$ cat src/rtl/lpstop_pkg.sv
package lpstop_pkg;

    typedef enum logic [2:0] {
        ST_RUN      = 3'd0,
        ST_STOP1    = 3'd1,
        ST_S1_EXIT  = 3'd2,
        ST_STOP4    = 3'd3,
        ST_STOP4_DBG = 3'd4,
        ST_BKGD     = 3'd5
    } pm_state_e;

    typedef enum logic [1:0] {
        CMD_STATUS = 2'd0,
        CMD_MEM    = 2'd1,
        CMD_BKGD   = 2'd2,
        CMD_GO     = 2'd3
    } dbg_cmd_e;

    typedef struct packed {
        pm_state_e st;
        logic      rst_pulse;
        logic      rsp_v;
        logic      rsp_ok;
        logic      rsp_stop;
    } fsm_regs_t;

    typedef struct packed {
        logic ck_sys;
        logic ck_dbg;
        logic ck_per;
        logic reg_full;
        logic hiz;
        logic pu_off;
    } dom_ctl_t;

endpackage

$ cat src/rtl/lpstop_fsm.sv
module lpstop_fsm
    import lpstop_pkg::*;
#(
    parameter int LVL_W    = 3,
    parameter int LVL_DEEP = 1
) (
    input  logic             clk,
    input  logic             rst_n,
    input  logic             dbg_en,
    input  logic             stop_req,
    input  logic [LVL_W-1:0] stop_lvl,
    input  logic             wake_any,
    input  logic             cmd_v,
    input  dbg_cmd_e         cmd,
    output pm_state_e        state_q,
    output pm_state_e        state_d,
    output logic             rst_pulse,
    output logic             rsp_v,
    output logic             rsp_ok,
    output logic             rsp_stop
);

    localparam logic [LVL_W-1:0] DEEP_CODE = LVL_W'(LVL_DEEP);

    fsm_regs_t r_d, r_q;
    logic      bkgd_go;

    assign bkgd_go = cmd_v && (cmd == CMD_BKGD) && dbg_en;

    always_comb begin
        r_d           = r_q;
        r_d.rst_pulse = 1'b0;
        r_d.rsp_v     = 1'b0;
        r_d.rsp_ok    = 1'b0;
        r_d.rsp_stop  = 1'b0;
        case (r_q.st)
            ST_RUN: begin
                if (cmd_v) begin
                    r_d.rsp_v = 1'b1;
                    case (cmd)
                        CMD_BKGD: begin
                            if (dbg_en) begin
                                r_d.st     = ST_BKGD;
                                r_d.rsp_ok = 1'b1;
                            end
                        end
                        CMD_GO:  r_d.rsp_ok = 1'b0;
                        default: r_d.rsp_ok = 1'b1;
                    endcase
                end else if (stop_req) begin
                    if (dbg_en)
                        r_d.st = ST_STOP4_DBG;
                    else if (stop_lvl == DEEP_CODE)
                        r_d.st = ST_STOP1;
                    else
                        r_d.st = ST_STOP4;
                end
            end
            ST_STOP1: begin
                if (wake_any) begin
                    r_d.st        = ST_S1_EXIT;
                    r_d.rst_pulse = 1'b1;
                end
            end
            ST_S1_EXIT: r_d.st = ST_RUN;
            ST_STOP4: begin
                if (wake_any) r_d.st = ST_RUN;
            end
            ST_STOP4_DBG: begin
                if (cmd_v) begin
                    r_d.rsp_v = 1'b1;
                    if (bkgd_go) r_d.rsp_ok   = 1'b1;
                    else         r_d.rsp_stop = 1'b1;
                end
                if (bkgd_go)       r_d.st = ST_BKGD;
                else if (wake_any) r_d.st = ST_RUN;
            end
            ST_BKGD: begin
                if (cmd_v) begin
                    r_d.rsp_v  = 1'b1;
                    r_d.rsp_ok = 1'b1;
                    if (cmd == CMD_GO) r_d.st = ST_RUN;
                end
            end
            default: r_d.st = ST_RUN;
        endcase
    end

    always_ff @(posedge clk or negedge rst_n) begin
        if (!rst_n) begin
            r_q <= '{st: ST_RUN, default: 1'b0};
        end else begin
            r_q <= r_d;
        end
    end

    assign state_q   = r_q.st;
    assign state_d   = r_d.st;
    assign rst_pulse = r_q.rst_pulse;
    assign rsp_v     = r_q.rsp_v;
    assign rsp_ok    = r_q.rsp_ok;
    assign rsp_stop  = r_q.rsp_stop;

    // deepest request under debug is redirected to the debug-keeping stop
    a_r1_debug_redirect: assert property (@(posedge clk) disable iff (!rst_n)
        (state_q == ST_RUN && stop_req && !cmd_v && dbg_en) |=> state_q == ST_STOP4_DBG);

    // module reset pulse is one cycle wide
    a_r5_pulse_single: assert property (@(posedge clk) disable iff (!rst_n)
        rst_pulse |=> !rst_pulse);

    // wake from shallow stop returns to RUN
    a_r6_wake_shallow: assert property (@(posedge clk) disable iff (!rst_n)
        (state_q == ST_STOP4 && wake_any) |=> state_q == ST_RUN);

    // stopped memory command answers with the stop error
    a_r7_stop_error: assert property (@(posedge clk) disable iff (!rst_n)
        (state_q == ST_STOP4_DBG && cmd_v && cmd != CMD_BKGD)
        |=> (rsp_v && !rsp_ok && rsp_stop));

    // background command wins over wake while stopped
    a_r8_bkgd_wake: assert property (@(posedge clk) disable iff (!rst_n)
        (state_q == ST_STOP4_DBG && cmd_v && cmd == CMD_BKGD && dbg_en)
        |=> state_q == ST_BKGD);

    // stop request ignored while halted for debug
    a_r9_bkgd_hold: assert property (@(posedge clk) disable iff (!rst_n)
        (state_q == ST_BKGD && !cmd_v) |=> state_q == ST_BKGD);

endmodule

$ cat src/rtl/lpstop_outs.sv
module lpstop_outs
    import lpstop_pkg::*;
(
    input  logic      clk,
    input  logic      rst_n,
    input  pm_state_e st_next,
    input  logic      frc_en,
    input  logic      frc_halt,
    output dom_ctl_t  ctl,
    output logic      ck_wkup,
    output logic      ck_lfo,
    output logic      ck_frc
);

    localparam dom_ctl_t RUN_CTL = '{ck_sys: 1'b1, ck_dbg: 1'b1, ck_per: 1'b1,
                                     reg_full: 1'b1, hiz: 1'b0, pu_off: 1'b0};

    dom_ctl_t ctl_d, ctl_q;

    always_comb begin
        ctl_d = RUN_CTL;
        case (st_next)
            ST_STOP1:     ctl_d = '{ck_sys: 1'b0, ck_dbg: 1'b0, ck_per: 1'b0,
                                    reg_full: 1'b0, hiz: 1'b1, pu_off: 1'b1};
            ST_S1_EXIT:   ctl_d = '{ck_sys: 1'b1, ck_dbg: 1'b0, ck_per: 1'b1,
                                    reg_full: 1'b1, hiz: 1'b1, pu_off: 1'b1};
            ST_STOP4:     ctl_d = '{ck_sys: 1'b0, ck_dbg: 1'b0, ck_per: 1'b0,
                                    reg_full: 1'b0, hiz: 1'b0, pu_off: 1'b0};
            ST_STOP4_DBG: ctl_d = '{ck_sys: 1'b0, ck_dbg: 1'b1, ck_per: 1'b0,
                                    reg_full: 1'b1, hiz: 1'b0, pu_off: 1'b0};
            default:      ctl_d = RUN_CTL;
        endcase
    end

    always_ff @(posedge clk or negedge rst_n) begin
        if (!rst_n) ctl_q <= RUN_CTL;
        else        ctl_q <= ctl_d;
    end

    assign ctl     = ctl_q;
    assign ck_wkup = 1'b1;
    assign ck_lfo  = 1'b1;
    assign ck_frc  = frc_en & ~frc_halt;

endmodule

$ cat src/rtl/lpstop_parbank.sv
module lpstop_parbank #(
    parameter int DEPTH = 64,
    parameter int W     = 8,
    localparam int AW   = $clog2(DEPTH)
) (
    input  logic          clk,
    input  logic          we,
    input  logic [AW-1:0] addr,
    input  logic [W-1:0]  wdata,
    output logic [W-1:0]  rdata
);

    logic [W-1:0] mem_q [DEPTH];

    for (genvar i = 0; i < DEPTH; i++) begin : g_byte
        always_ff @(posedge clk) begin
            if (we && addr == AW'(i)) mem_q[i] <= wdata;
        end
    end

    assign rdata = mem_q[addr];

endmodule

$ cat src/rtl/lpstop_ctrl.sv
module lpstop_ctrl
    import lpstop_pkg::*;
#(
    parameter int LVL_W     = 3,
    parameter int LVL_DEEP  = 1,
    parameter int PAR_BYTES = 64,
    parameter int PAR_W     = 8,
    localparam int PAR_AW   = $clog2(PAR_BYTES)
) (
    input  logic              clk,
    input  logic              rst_n,
    input  logic              dbg_en,
    input  logic              stop_req,
    input  logic [LVL_W-1:0]  stop_lvl,
    input  logic              frc_en,
    input  logic              frc_halt,
    input  logic              wake_wut,
    input  logic              wake_lfr,
    input  logic              wake_irq,
    input  logic              dbg_cmd_valid,
    input  logic [1:0]        dbg_cmd,
    input  logic              par_we,
    input  logic [PAR_AW-1:0] par_addr,
    input  logic [PAR_W-1:0]  par_wdata,
    output logic              ck_en_sys,
    output logic              ck_en_dbg,
    output logic              ck_en_periph,
    output logic              ck_en_wkup,
    output logic              ck_en_lfo,
    output logic              ck_en_frc,
    output logic              reg_full,
    output logic              pad_hiz,
    output logic              pad_pu_off,
    output logic              mod_rst,
    output logic              dbg_rsp_valid,
    output logic              dbg_rsp_ok,
    output logic              dbg_rsp_stopped,
    output logic [2:0]        pm_state,
    output logic [PAR_W-1:0]  par_rdata
);

    pm_state_e st_q, st_d;
    dom_ctl_t  ctl;
    logic      wake_any;

    assign wake_any = wake_wut | wake_lfr | wake_irq;

    lpstop_fsm #(.LVL_W(LVL_W), .LVL_DEEP(LVL_DEEP)) u_fsm (
        .clk       (clk),
        .rst_n     (rst_n),
        .dbg_en    (dbg_en),
        .stop_req  (stop_req),
        .stop_lvl  (stop_lvl),
        .wake_any  (wake_any),
        .cmd_v     (dbg_cmd_valid),
        .cmd       (dbg_cmd_e'(dbg_cmd)),
        .state_q   (st_q),
        .state_d   (st_d),
        .rst_pulse (mod_rst),
        .rsp_v     (dbg_rsp_valid),
        .rsp_ok    (dbg_rsp_ok),
        .rsp_stop  (dbg_rsp_stopped)
    );

    lpstop_outs u_outs (
        .clk      (clk),
        .rst_n    (rst_n),
        .st_next  (st_d),
        .frc_en   (frc_en),
        .frc_halt (frc_halt),
        .ctl      (ctl),
        .ck_wkup  (ck_en_wkup),
        .ck_lfo   (ck_en_lfo),
        .ck_frc   (ck_en_frc)
    );

    lpstop_parbank #(.DEPTH(PAR_BYTES), .W(PAR_W)) u_par (
        .clk   (clk),
        .we    (par_we),
        .addr  (par_addr),
        .wdata (par_wdata),
        .rdata (par_rdata)
    );

    assign ck_en_sys    = ctl.ck_sys;
    assign ck_en_dbg    = ctl.ck_dbg;
    assign ck_en_periph = ctl.ck_per;
    assign reg_full     = ctl.reg_full;
    assign pad_hiz      = ctl.hiz;
    assign pad_pu_off   = ctl.pu_off;
    assign pm_state     = st_q;

    // debug stop keeps debug clock and full regulation
    a_r2_dbg_stop_domains: assert property (@(posedge clk) disable iff (!rst_n)
        (st_q == ST_STOP4_DBG) |-> (ck_en_dbg && reg_full));

    // no system or peripheral clock in any stop state
    a_r3_periph_gated: assert property (@(posedge clk) disable iff (!rst_n)
        (st_q == ST_STOP1 || st_q == ST_STOP4 || st_q == ST_STOP4_DBG)
        |-> (!ck_en_sys && !ck_en_periph));

    // deepest stop isolates the pads
    a_r4_pads_isolated: assert property (@(posedge clk) disable iff (!rst_n)
        (st_q == ST_STOP1) |-> (pad_hiz && pad_pu_off));

    // pad release only after the module reset pulse
    a_r5_release_order: assert property (@(posedge clk) disable iff (!rst_n)
        $fell(pad_hiz) |-> $past(mod_rst));

endmodule

$ cat config.mk
export PLATFORM = sky130hd
export DESIGN_NAME = lpstop_ctrl
export DESIGN_NICKNAME = d
export VERILOG_FILES = /design/src/rtl/lpstop_pkg.sv /design/src/rtl/lpstop_fsm.sv /design/src/rtl/lpstop_outs.sv /design/src/rtl/lpstop_parbank.sv /design/src/rtl/lpstop_ctrl.sv
export SDC_FILE = /design/constraint.sdc
export NUM_CORES = 1
export LEC_CHECK = 0
export CAP_MARGIN = 20
export CORE_UTILIZATION = 55
export DETAILED_ROUTE_END_ITERATION = 7
export DONT_BUFFER_PORTS = 1
export PLACE_DENSITY = 0.7
export SETUP_SLACK_MARGIN = 0.05
export SLEW_MARGIN = 20
export SYNTH_ARGS = -nofsm -noshare
export SYNTH_HDL_FRONTEND = slang
export SYNTH_SLANG_ARGS = --single-unit
$ cat constraint.sdc
create_clock -name clk -period 2.3 [get_ports clk]
set_clock_uncertainty 0.2 [all_clocks]
set_input_delay 0.23 -clock clk [delete_from_list [all_inputs] [get_ports clk]]
set_output_delay 0.23 -clock clk [all_outputs]
set_load 0.02 [all_outputs]
==> flow_metrics.tcl <==
set metrics [dict create \
    status "complete, but fails checks" \
    violations "negative setup slack" \
    post-cts-setup-buffers 0 \
    pwr-share-clk_pct 39.5 \
    cp.required_ps 1870 \
    remaining_drc_errors 0 \
    wirelength_mm 43.9 \
    highest_layer "met4" \
    critPathMaxStageDelay_ps 520 \
    yosysUniqueCellTypes 38 \
    critPathKind "register to output pin" \
    nFillCells 2317 \
    ir_drop_mv 0.676 \
    first_pass_iters 5 \
    min_period_ps 2700 \
    worstPathCellList "mux4_2, a22oi_2, a21oi_2, nor3_2, a21oi_2, buf_4" \
    clockBufferDepth 3 \
    p_int_uw 15500 \
    htreeDepth 2 \
    viasPerCell 6.34 \
    p_leak_uw 0.00745 \
    drive_gt1_share_pct 34.6 \
    seq_area_mm2 0.0157 \
    fin_ws_ps -396 \
    cts_inserted_buffers 51 \
    hold_path.class "input pin to register" \
    startpoint_type "register" \
    grt_pass1_wl_mm 65.5 \
    fmax_ghz 0.371 \
    end_kind "output pin" \
    insertion_delay_ps 560 \
    hpwlAfterDp_mm 24.4 \
    core_mm2 0.0359 \
    grt-ovfl-total 0 \
    grt_max_degree 135 \
    antenna_found_initial 0 \
    power_uw 19600 \
    multiInputGateArea_mm2 0.00466 \
    worstPathMaxFanout 1 \
    post-route-period-util_pct 117 \
    timing.max_cap.violations 0 \
    cts_root_buffer "clkbuf_16" \
    initial_core_util_pct 56.5 \
    synthesis.area_mm2 0.0203 \
    yosys_register_bits 523 \
    ant_nets 0 \
    yosysTopAreaCell "edfxtp_1" \
    drv_slew 0 \
    cpMostUsedCell "a21oi_2" \
    placed_cell_area_mm2 0.0213 \
    dieHeight_um 194 \
    port-buffer-count 0 \
    via_count 10073 \
    die_area_mm2 0.0376 \
    place_congestion 0.781 \
    yosys.area.top_type_share_pct 75.8 \
    wl_met3_mm 3.86 \
    p_sw_share_pct 20.9 \
    routedLengthMet1_mm 17.6 \
    drt_iter0_drc 815 \
    power_frac_comb_pct 5.9 \
    hold_viol 0 \
    setup_violations 8 \
    track_usage_pct 23.9 \
    cts_tree "built" \
    synth_warnings 0 \
    avgRoutedWirePerCell_um 27.6 \
    synth_area_per_cell_um2 20.9 \
    yosysSeqAreaShare_pct 77.2 \
    finalSetupTns_ps -2790 \
    finalInstanceArea_mm2 0.0237 \
    first_global_vias 10364 \
    switching_power_uw 4100 \
    rsz0062_at_grt "yes" \
    nets 1118 \
    synthToLayoutAreaGrowth_pct 16.9 \
    p_seq_share_pct 54.6 \
    crit_slowest_cell "mux4_2" \
    crit_arrival_ps 2270 \
    power_density_mw_per_mm2 826 \
    die_w_um 194 \
    crit_buf_inv 1 \
    met2_length_mm 21.4 \
    rows 69 \
    syn_inst 969 \
    io_pins 54 \
    clk_pin_slew_ps 60 \
    post-place-ws_ps 18.5 \
    cts_sinks 523 \
    yosys-top-cells-area "edfxtp_1, mux4_2, a22oi_1" \
    cp_top_family "multiplexers" \
]
[worst register-to-register path: cells and delay by family, from the launching register on]
family / cells / cell delay [ps]
simple gates: 1 / 610
compound gates: 2 / 270
flops: 1 / 360
buf+inv: 2 / 660
[kinds of logic (layout without fill, tap and decap cells)]
group,after synthesis,after routing,share of synthesized area [%]
mux,128,128,14.2
flops,523,523,77.2
other cells,1,3,0.0185
buf+inv,66,223,1.73
simple gates,132,132,3.00
compound gates,118,118,3.79
xor+xnor,1,1,0.0432
[synth_stat cells]
library cell,instances
inv_1,4
xnor2_1,1
and3b_1,1
buf_4,7
a22oi_1,63
clkbuf_1,22
nand2b_1,2
nor2_1,74
nor3_1,6
or3_1,1
edfxtp_1,512
mux4_2,128
a32o_1,1
buf_1,5
nand2_1,20
clkinv_1,1
o21ai_0,3
nor3_2,3
or3b_2,1
nor4_1,5
or4b_2,1
nor2b_1,6
nand3b_1,2
nand3_1,5
dfstp_2,3
conb_1,1
dfrtp_1,8
buf_2,20
and2_1,1
or4_1,1
buf_6,7
a21oi_1,47
a211o_1,1
nor3b_1,1
o211ai_1,2
a22oi_2,1
nor4b_1,1
and4b_1,1
[flip-flops by register name (all words and copies together) (netlist names)]
signal           count
u_fsm.rsp_stop       1
u_outs.ctl           4
u_fsm.state_q        3
u_fsm.rsp_v          1
u_fsm.rst_pulse      1
u_fsm.rsp_ok         1
u_par.mem_q        512
[layout make-up]
class | count | share of cell area, %
multi-input cells | 381 | 19.7
inverters | 5 | 0.0792
flip-flops and latches | 523 | 66.0
diodes | 1 | 0.0106
clock inverters | 34 | 0.871
repair buffers | 126 | 5.24
well taps | 461 | 2.43
clock buffers | 58 | 5.67
[worst paths after layout]
check	startpoint	end	slack [ps]	cells past startpoint
max in group asynchronous	rst_n	u_outs.ctl[2]	1160	2
worst min register to register	u_fsm.state_q[2]	u_fsm.rsp_ok	380	3
min in group asynchronous	rst_n	u_outs.ctl[0]	400	2
worst max-delay path	u_par.mem_q[46][6]	par_rdata[6]	-400	6
worst max register to register	u_fsm.state_q[0]	u_fsm.state_q[1]	140	5
worst min-delay path	stop_req	u_outs.ctl[2]	20	4
[through the flow]
step           utilization, %  hold WS (ps)  cells
2_1_floorplan               -          -266    970
3_3_place_gp             59.3          -265   1461
3_5_place_dp             59.3          -265   1461
4_1_cts                  65.8          6.00   1588
5_1_grt                  66.0          27.1   1588
6_report                 66.0          20.3   1589
[placed cells by master, fill, tap and decap left out, types with 4 or more instances in the layout]
master	count
nor2_2	7
dfrtp_1	8
buf_16	8
mux4_2	128
inv_1	4
dlygate4sd3_1	28
nor3_2	8
nor2_1	66
clkinv_1	19
nand2_1	20
nand3_1	5
a21oi_2	28
edfxtp_1	512
buf_6	4
a21oi_1	18
buf_12	4
a22oi_1	24
clkbuf_16	53
clkbuf_1	5
nor2b_1	4
a22oi_2	40
buf_4	82
clkinv_2	11
[power groups by stage]
stage,Sequential (uW),Combinational [uW],Clock [uW]
after detailed placement,10900,797,0
after global routing,10700,1210,8210
final,10700,1150,7740
after global placement,10900,790,0
after floorplan,10900,684,0
after CTS,10700,1130,7870
[per-layer routing]
layer	vias up	GRT usage [%]
met4	0	7.58
met3	73	5.24
li1	4264	-
met2	488	37.3
met1	5248	34.0
met5	-	0
[what timing repair did]
action	4_1_cts	5_1_grt
gates cloned	0	0
gates resized for setup	69	17
setup endpoints to repair	8	8
pin swaps	40	14
hold buffers	36	0
hold endpoints to repair	574	0
(Power assumes the default switching activity.)
